--- src/rtl/dbsp_pkg.sv ---
package dbsp_pkg;
  localparam int unsigned DEF_WORD_W = 32;
  typedef enum logic {SH_IDLE, SH_BUSY} sh_state_e;
endpackage

--- src/rtl/dbsp_tx.sv ---
module dbsp_tx
  import dbsp_pkg::*;
#(
  parameter int unsigned WORD_W = DEF_WORD_W
) (
  input  logic              clk,
  input  logic              rst_n,
  input  logic              bit_en,
  input  logic              wr,
  input  logic [WORD_W-1:0] wr_data,
  output logic              sd,
  output logic              rdy,
  output logic              ovw
);
  localparam int unsigned CNT_W = $clog2(WORD_W);
  localparam logic [CNT_W-1:0] LAST = CNT_W'(WORD_W - 1);

  logic [WORD_W-1:0] hold_q, sh_q;
  logic              hold_full;
  logic [CNT_W-1:0]  cnt_q;
  sh_state_e         st_q;
  logic              at_end, do_load;

  assign at_end  = (st_q == SH_BUSY) && (cnt_q == LAST);
  assign do_load = bit_en && hold_full && ((st_q == SH_IDLE) || at_end);

  always_ff @(posedge clk) begin
    if (!rst_n) begin
      hold_q    <= '0;
      sh_q      <= '0;
      hold_full <= 1'b0;
      cnt_q     <= '0;
      st_q      <= SH_IDLE;
      ovw       <= 1'b0;
    end else begin
      if (bit_en) begin
        if (do_load) begin
          sh_q  <= hold_q;
          cnt_q <= '0;
          st_q  <= SH_BUSY;
        end else if (at_end) begin
          st_q <= SH_IDLE;
        end else if (st_q == SH_BUSY) begin
          sh_q  <= {sh_q[WORD_W-2:0], 1'b0};
          cnt_q <= cnt_q + 1'b1;
        end
      end
      if (wr) begin
        hold_q    <= wr_data;
        hold_full <= 1'b1;
        if (hold_full && !do_load) ovw <= 1'b1;
      end else if (do_load) begin
        hold_full <= 1'b0;
      end
    end
  end

  assign sd  = (st_q == SH_BUSY) ? sh_q[WORD_W-1] : 1'b0;
  assign rdy = !hold_full;
endmodule

--- src/rtl/dbsp_rx.sv ---
module dbsp_rx
  import dbsp_pkg::*;
#(
  parameter int unsigned WORD_W = DEF_WORD_W
) (
  input  logic              clk,
  input  logic              rst_n,
  input  logic              bit_en,
  input  logic              sd,
  input  logic              rd,
  output logic [WORD_W-1:0] data,
  output logic              rdy,
  output logic              ovr
);
  localparam int unsigned CNT_W = $clog2(WORD_W);
  localparam logic [CNT_W-1:0] LAST = CNT_W'(WORD_W - 1);

  logic [WORD_W-2:0] sh_q;
  logic [CNT_W-1:0]  cnt_q;
  logic [WORD_W-1:0] mid_q, dat_q;
  logic              mid_full, dat_full;
  logic [WORD_W-1:0] new_word;
  logic              word_done, mid_move;

  assign new_word  = {sh_q, sd};
  assign word_done = bit_en && (cnt_q == LAST);
  assign mid_move  = mid_full && !dat_full;

  always_ff @(posedge clk) begin
    if (!rst_n) begin
      sh_q     <= '0;
      cnt_q    <= '0;
      mid_q    <= '0;
      dat_q    <= '0;
      mid_full <= 1'b0;
      dat_full <= 1'b0;
      ovr      <= 1'b0;
    end else begin
      if (bit_en) begin
        sh_q  <= new_word[WORD_W-2:0];
        cnt_q <= (cnt_q == LAST) ? '0 : cnt_q + 1'b1;
      end
      if (mid_move) begin
        dat_q    <= mid_q;
        dat_full <= 1'b1;
      end else if (rd && dat_full) begin
        dat_full <= 1'b0;
      end
      if (word_done) begin
        if (!mid_full || mid_move) begin
          mid_q    <= new_word;
          mid_full <= 1'b1;
        end else begin
          ovr <= 1'b1;
        end
      end else if (mid_move) begin
        mid_full <= 1'b0;
      end
    end
  end

  assign data = dat_q;
  assign rdy  = dat_full;
endmodule

--- src/rtl/dbuf_serial_port.sv ---
module dbuf_serial_port
  import dbsp_pkg::*;
#(
  parameter int unsigned WORD_W = DEF_WORD_W
) (
  input  logic              clk,
  input  logic              rst_n,
  input  logic              tx_bit_en,
  input  logic              tx_wr,
  input  logic [WORD_W-1:0] tx_wdata,
  output logic              tx_sd,
  output logic              tx_rdy,
  output logic              tx_irq,
  output logic              tx_ovw,
  input  logic              rx_bit_en,
  input  logic              rx_sd,
  input  logic              rx_rd,
  output logic [WORD_W-1:0] rx_rdata,
  output logic              rx_rdy,
  output logic              rx_irq,
  output logic              rx_ovr
);
  dbsp_tx #(.WORD_W(WORD_W)) u_tx (
    .clk(clk), .rst_n(rst_n), .bit_en(tx_bit_en), .wr(tx_wr),
    .wr_data(tx_wdata), .sd(tx_sd), .rdy(tx_rdy), .ovw(tx_ovw)
  );

  dbsp_rx #(.WORD_W(WORD_W)) u_rx (
    .clk(clk), .rst_n(rst_n), .bit_en(rx_bit_en), .sd(rx_sd),
    .rd(rx_rd), .data(rx_rdata), .rdy(rx_rdy), .ovr(rx_ovr)
  );

  assign tx_irq = tx_rdy;
  assign rx_irq = rx_rdy;
endmodule

--- config.mk ---
export PLATFORM = sky130hd
export DESIGN_NAME = dbuf_serial_port
export DESIGN_NICKNAME = d
export VERILOG_FILES = /design/src/rtl/dbsp_pkg.sv /design/src/rtl/dbsp_tx.sv /design/src/rtl/dbsp_rx.sv /design/src/rtl/dbuf_serial_port.sv
export SDC_FILE = /design/constraint.sdc
export NUM_CORES = 1
export LEC_CHECK = 0
export ABC_AREA = 1
export ABC_CLOCK_PERIOD_IN_PS = 3300
export BUFFER_PORTS_ARGS = -buffer_cell sky130_fd_sc_hd__buf_2
export CAP_MARGIN = 10
export CORE_MARGIN = 2
export CORE_UTILIZATION = 55
export CTS_CLUSTER_SIZE = 8
export DETAILED_ROUTE_END_ITERATION = 8
export HOLD_SLACK_MARGIN = 0.06
export PLACE_DENSITY = 0.81
export SYNTH_ARGS = -nofsm -noshare
export SYNTH_HDL_FRONTEND = slang
export SYNTH_HIERARCHICAL = 1
export SYNTH_SLANG_ARGS = --single-unit
export TNS_END_PERCENT = 30
--- constraint.sdc ---
create_clock -name clk -period 3.3 [get_ports clk]
set_input_delay 0.66 -clock clk [delete_from_list [all_inputs] [get_ports clk]]
set_output_delay 0.66 -clock clk [all_outputs]
set_load 0.05 [all_outputs]
==> run_results.csv <==
group,metric,value,unit
outcome,status,"complete, no violations",
layout,synthToLayoutAreaGrowth,13.8,%
clocking,ctsLongestPathBuffers,2,
synth,syn-instance-count,1024,
floorplan,die_w,118,µm
drt,wirelength,15000,µm
synth,yosysTopAreaCellShare,0.488,
power_and_ir_drop,finalPower,4.64,mW
critical_path,critPathArrivalTime,2.71,ns
floorplan,core,12700,µm²
critical_path,path_max_fanout,35,
clocking,numCtsBuffers,17,
global_route,antenna_found_initial,0,
sta,fmax,420,MHz
placed_design,dp_hpwl,9210,µm
synth,synth-simple-area-share,0.284,
drt,drc,0,
synth,synth_warnings,6,
critical_path,cp_slowest_cell,"nand2_2",
placed_design,gp_congestion,0.802,
synth,syn_area,7180,µm²
layout,fin_nets,1109,
floorplan,num_rows,41,
layout,antenna_cells,0,
floorplan,die_height,118,µm
critical_path,required,3.63,ns
critical_path,cp_cell_sequence,"ha_1 -> nand2_1 -> nor2_1 -> ha_1 -> inv_1 -> nand3_2 -> nand2_2 -> nand3_1 -> nand2_1 -> inv_1",
sta,setup_viol,0,
placed_design,dp.cells,1219,
synth,avgSynthCellArea,7.01,µm²
clocking,clock_latency,0.43,ns
sta,hold_viol,0,
sta,fin_skew,0.00669,ns
critical_path,critPathCaptureType,"flop",
global_route,grt_usage,0.222,
critical_path,crit_buf_inv,2,
critical_path,critical_path.startpoint_type,"flop",
sta,period_share,0.722,
job,cap_viol_max_count,0,
synth,synth_compound_area_frac,0.0997,
sta,relSlewSlack,0.354,
global_route,grt_pass1_wl,25800,µm
clocking,clock_sinks,175,
synth,seq_area_frac_synth,0.488,
power_and_ir_drop,p_per_area,568,nW/µm²
sta,max_slew.worst_pin.slew,0.967,ns
global_route,grt_max_degree,59,
clocking,ctsHoldBuffers,0,
clocking,clkTransAtPathRegs,0.06,ns
power_and_ir_drop,ir_drop,0.342,mV
synth,synth_top_area_cell,"dfxtp_1",
power_and_ir_drop,p_leak,3.98,nW
synth,ys_ff_latch,175,
layout,fin_util,0.645,
sta,setup-tns-final,0,ns
synth,synth_mux_area_frac,0,
critical_path,crit_family,"simple AND/OR/NAND/NOR gates",
sta,final_max_slew_viol_count,0,
floorplan,start_util,0.567,
synth,synth_top_family_by_area,"simple AND/OR/NAND/NOR gates",
clocking,cts_tree,"built",
drt,drt_iter0_markers,534,
critical_path,slowest_delay,0.69,ns
drt,vias,6221,
drt,vias_per_cell,4.97,
sta,timing.hold.ws,0.450,ns
placed_design,io_buffers,77,
synth,synth_nets,1067,
synth,synthXorXnorAreaFrac,0.00122,
floorplan,dieArea,14000,µm²
clocking,cts.htree.levels,4,
drt,wire_per_inst,12.0,µm
drt,antenna_left,0,
drt,dr.pass1.iters,5,
synth,synth.area.top_cells,"dfxtp_1 49%, nor2_1 11%, nand3_1 9.2%, inv_1 7.5%, nand2_1 7.4%",
sta,layout_min_cycle_time,2.38,ns
global_route,grt_pass1_vias,5873,
critical_path,worst-setup-path-type,"flop to flop",
layout,fin_cells,1251,
synth,synth-adder-area-share,0.00697,
clocking,post_cts_buffers,0,
global_route,overflow,0,
synth,synth.distinct_cells,22,
clocking,ctsRootBufferMaster,"clkbuf_16",
clocking,post_cts_resized,0,
sta,rsz0062_at_grt,"false",
layout,drive_above_1_share,0.119,
floorplan,ios,78,
worst_hold_path,hp-class,"flop to flop",
## path summary, 6_finish.rpt
check                                to  cells after the start  slack (ns)                        from
max reg2reg  u_tx/sh_q[26]$_SDFFE_PN0P_                     10        0.92  u_tx/cnt_q[0]$_SDFFE_PN0P_
min reg2reg       u_tx/ovw$_SDFFE_PN0P_                      2        0.45       u_tx/ovw$_SDFFE_PN0P_
min               u_tx/ovw$_SDFFE_PN0P_                      2        0.45       u_tx/ovw$_SDFFE_PN0P_
max          u_tx/sh_q[26]$_SDFFE_PN0P_                     10        0.92  u_tx/cnt_q[0]$_SDFFE_PN0P_
## power by group
| group | internal [mW] | leakage, nW | total [mW] | switching, mW |
|---|---|---|---|---|
| clock network | 1.17 | 0.294 | 2.02 | 0.844 |
| logic | 0.132 | 2.25 | 0.371 | 0.239 |
| registers | 2.20 | 1.43 | 2.25 | 0.0465 |
| total | 3.51 | 3.98 | 4.64 | 1.13 |
## cell usage in the layout, fill, tap and decap left out
cell	instances
buf_2	76
nand2_2	4
buf_12	1
clkinvlp_4	1
clkbuf_1	1
bufinv_16	2
inv_8	1
inv_2	2
nand3_2	1
nand3_1	132
clkinv_2	1
and3_1	1
xor2_1	1
nor2_4	1
ha_1	4
a21oi_1	41
inv_1	143
inv_6	4
o21a_1	1
clkinv_4	3
o21ai_0	99
a21boi_0	1
clkbuf_8	2
nand2_1	142
nor3b_1	1
buf_4	12
clkbuf_16	17
nor2_1	209
dfxtp_1	175
## per-layer routing
| metal | wire length (µm) | global-route usage | vias to the layer above |
|---|---|---|---|
| li1 | - | - | 3275 |
| met1 | 6720 | 0.256 | 2811 |
| met2 | 7490 | 0.401 | 112 |
| met3 | 602 | 0.0463 | 23 |
| met4 | 229 | 0.0813 | 0 |
| met5 | 0 | 0 | - |
## flip-flops by register name (all words and copies together), names as in the netlist, 5 cells and up
signal and flops:
u_rx/data 32, u_rx/sh_q 31, u_rx/cnt_q 5, u_tx/sh_q 32
u_tx/cnt_q 5, u_rx/mid_q 32, u_tx/hold_q 32
## final cells by class
| class | count | area (µm²) |
|---|---|---|
| repair buffers | 89 | 490 |
| clock inverters | 12 | 145 |
| fillers | 1114 | 4500 |
| inverters | 145 | 544 |
| flip-flops and latches | 175 | 3500 |
| multi-input cells | 638 | 2810 |
| clock buffers | 20 | 457 |
| well taps | 172 | 215 |
## cell families after synthesis
| group | Yosys count |
|---|---|
| and+or+nand+nor | 491 |
| buffers and inverters | 211 |
| DFF | 175 |
| AOI/OAI and AO/OA | 142 |
| adders and majority gates | 4 |
| xor gates and xnor gates | 1 |
## per-stage QoR
| step | cell area (µm²) | setup slack [ns] |
|---|---|---|
| after global routing | 8170 | 0.681 |
| after floorplan | 7180 | 1.68 |
| after global placement | 7570 | 1.03 |
| final | 8170 | 0.917 |
| after detailed placement | 7570 | 0.967 |
| after CTS | 8170 | 0.959 |
## synthesized netlist by cell type
cell and number:
a21boi_0 1, a21oi_1 41, and3_1 1, buf_1 7, buf_2 26, buf_4 4
buf_6 3, clkbuf_1 26, dfxtp_1 175, ha_1 4, inv_1 143, inv_2 2
nand2_1 142, nand2_2 4, nand3_1 132, nand3_2 1, nor2_1 209, nor2_4 1
nor3b_1 1, o21a_1 1, o21ai_0 99, xor2_1 1
## worst min-delay path: cells and delay by family, from the launching register on
kind / cells / cell delay, ns
compound gates: 1 / 0.05
buf+inv: 1 / 0.04
flops: 1 / 0.31
Power figures use the tool's default switching activity.
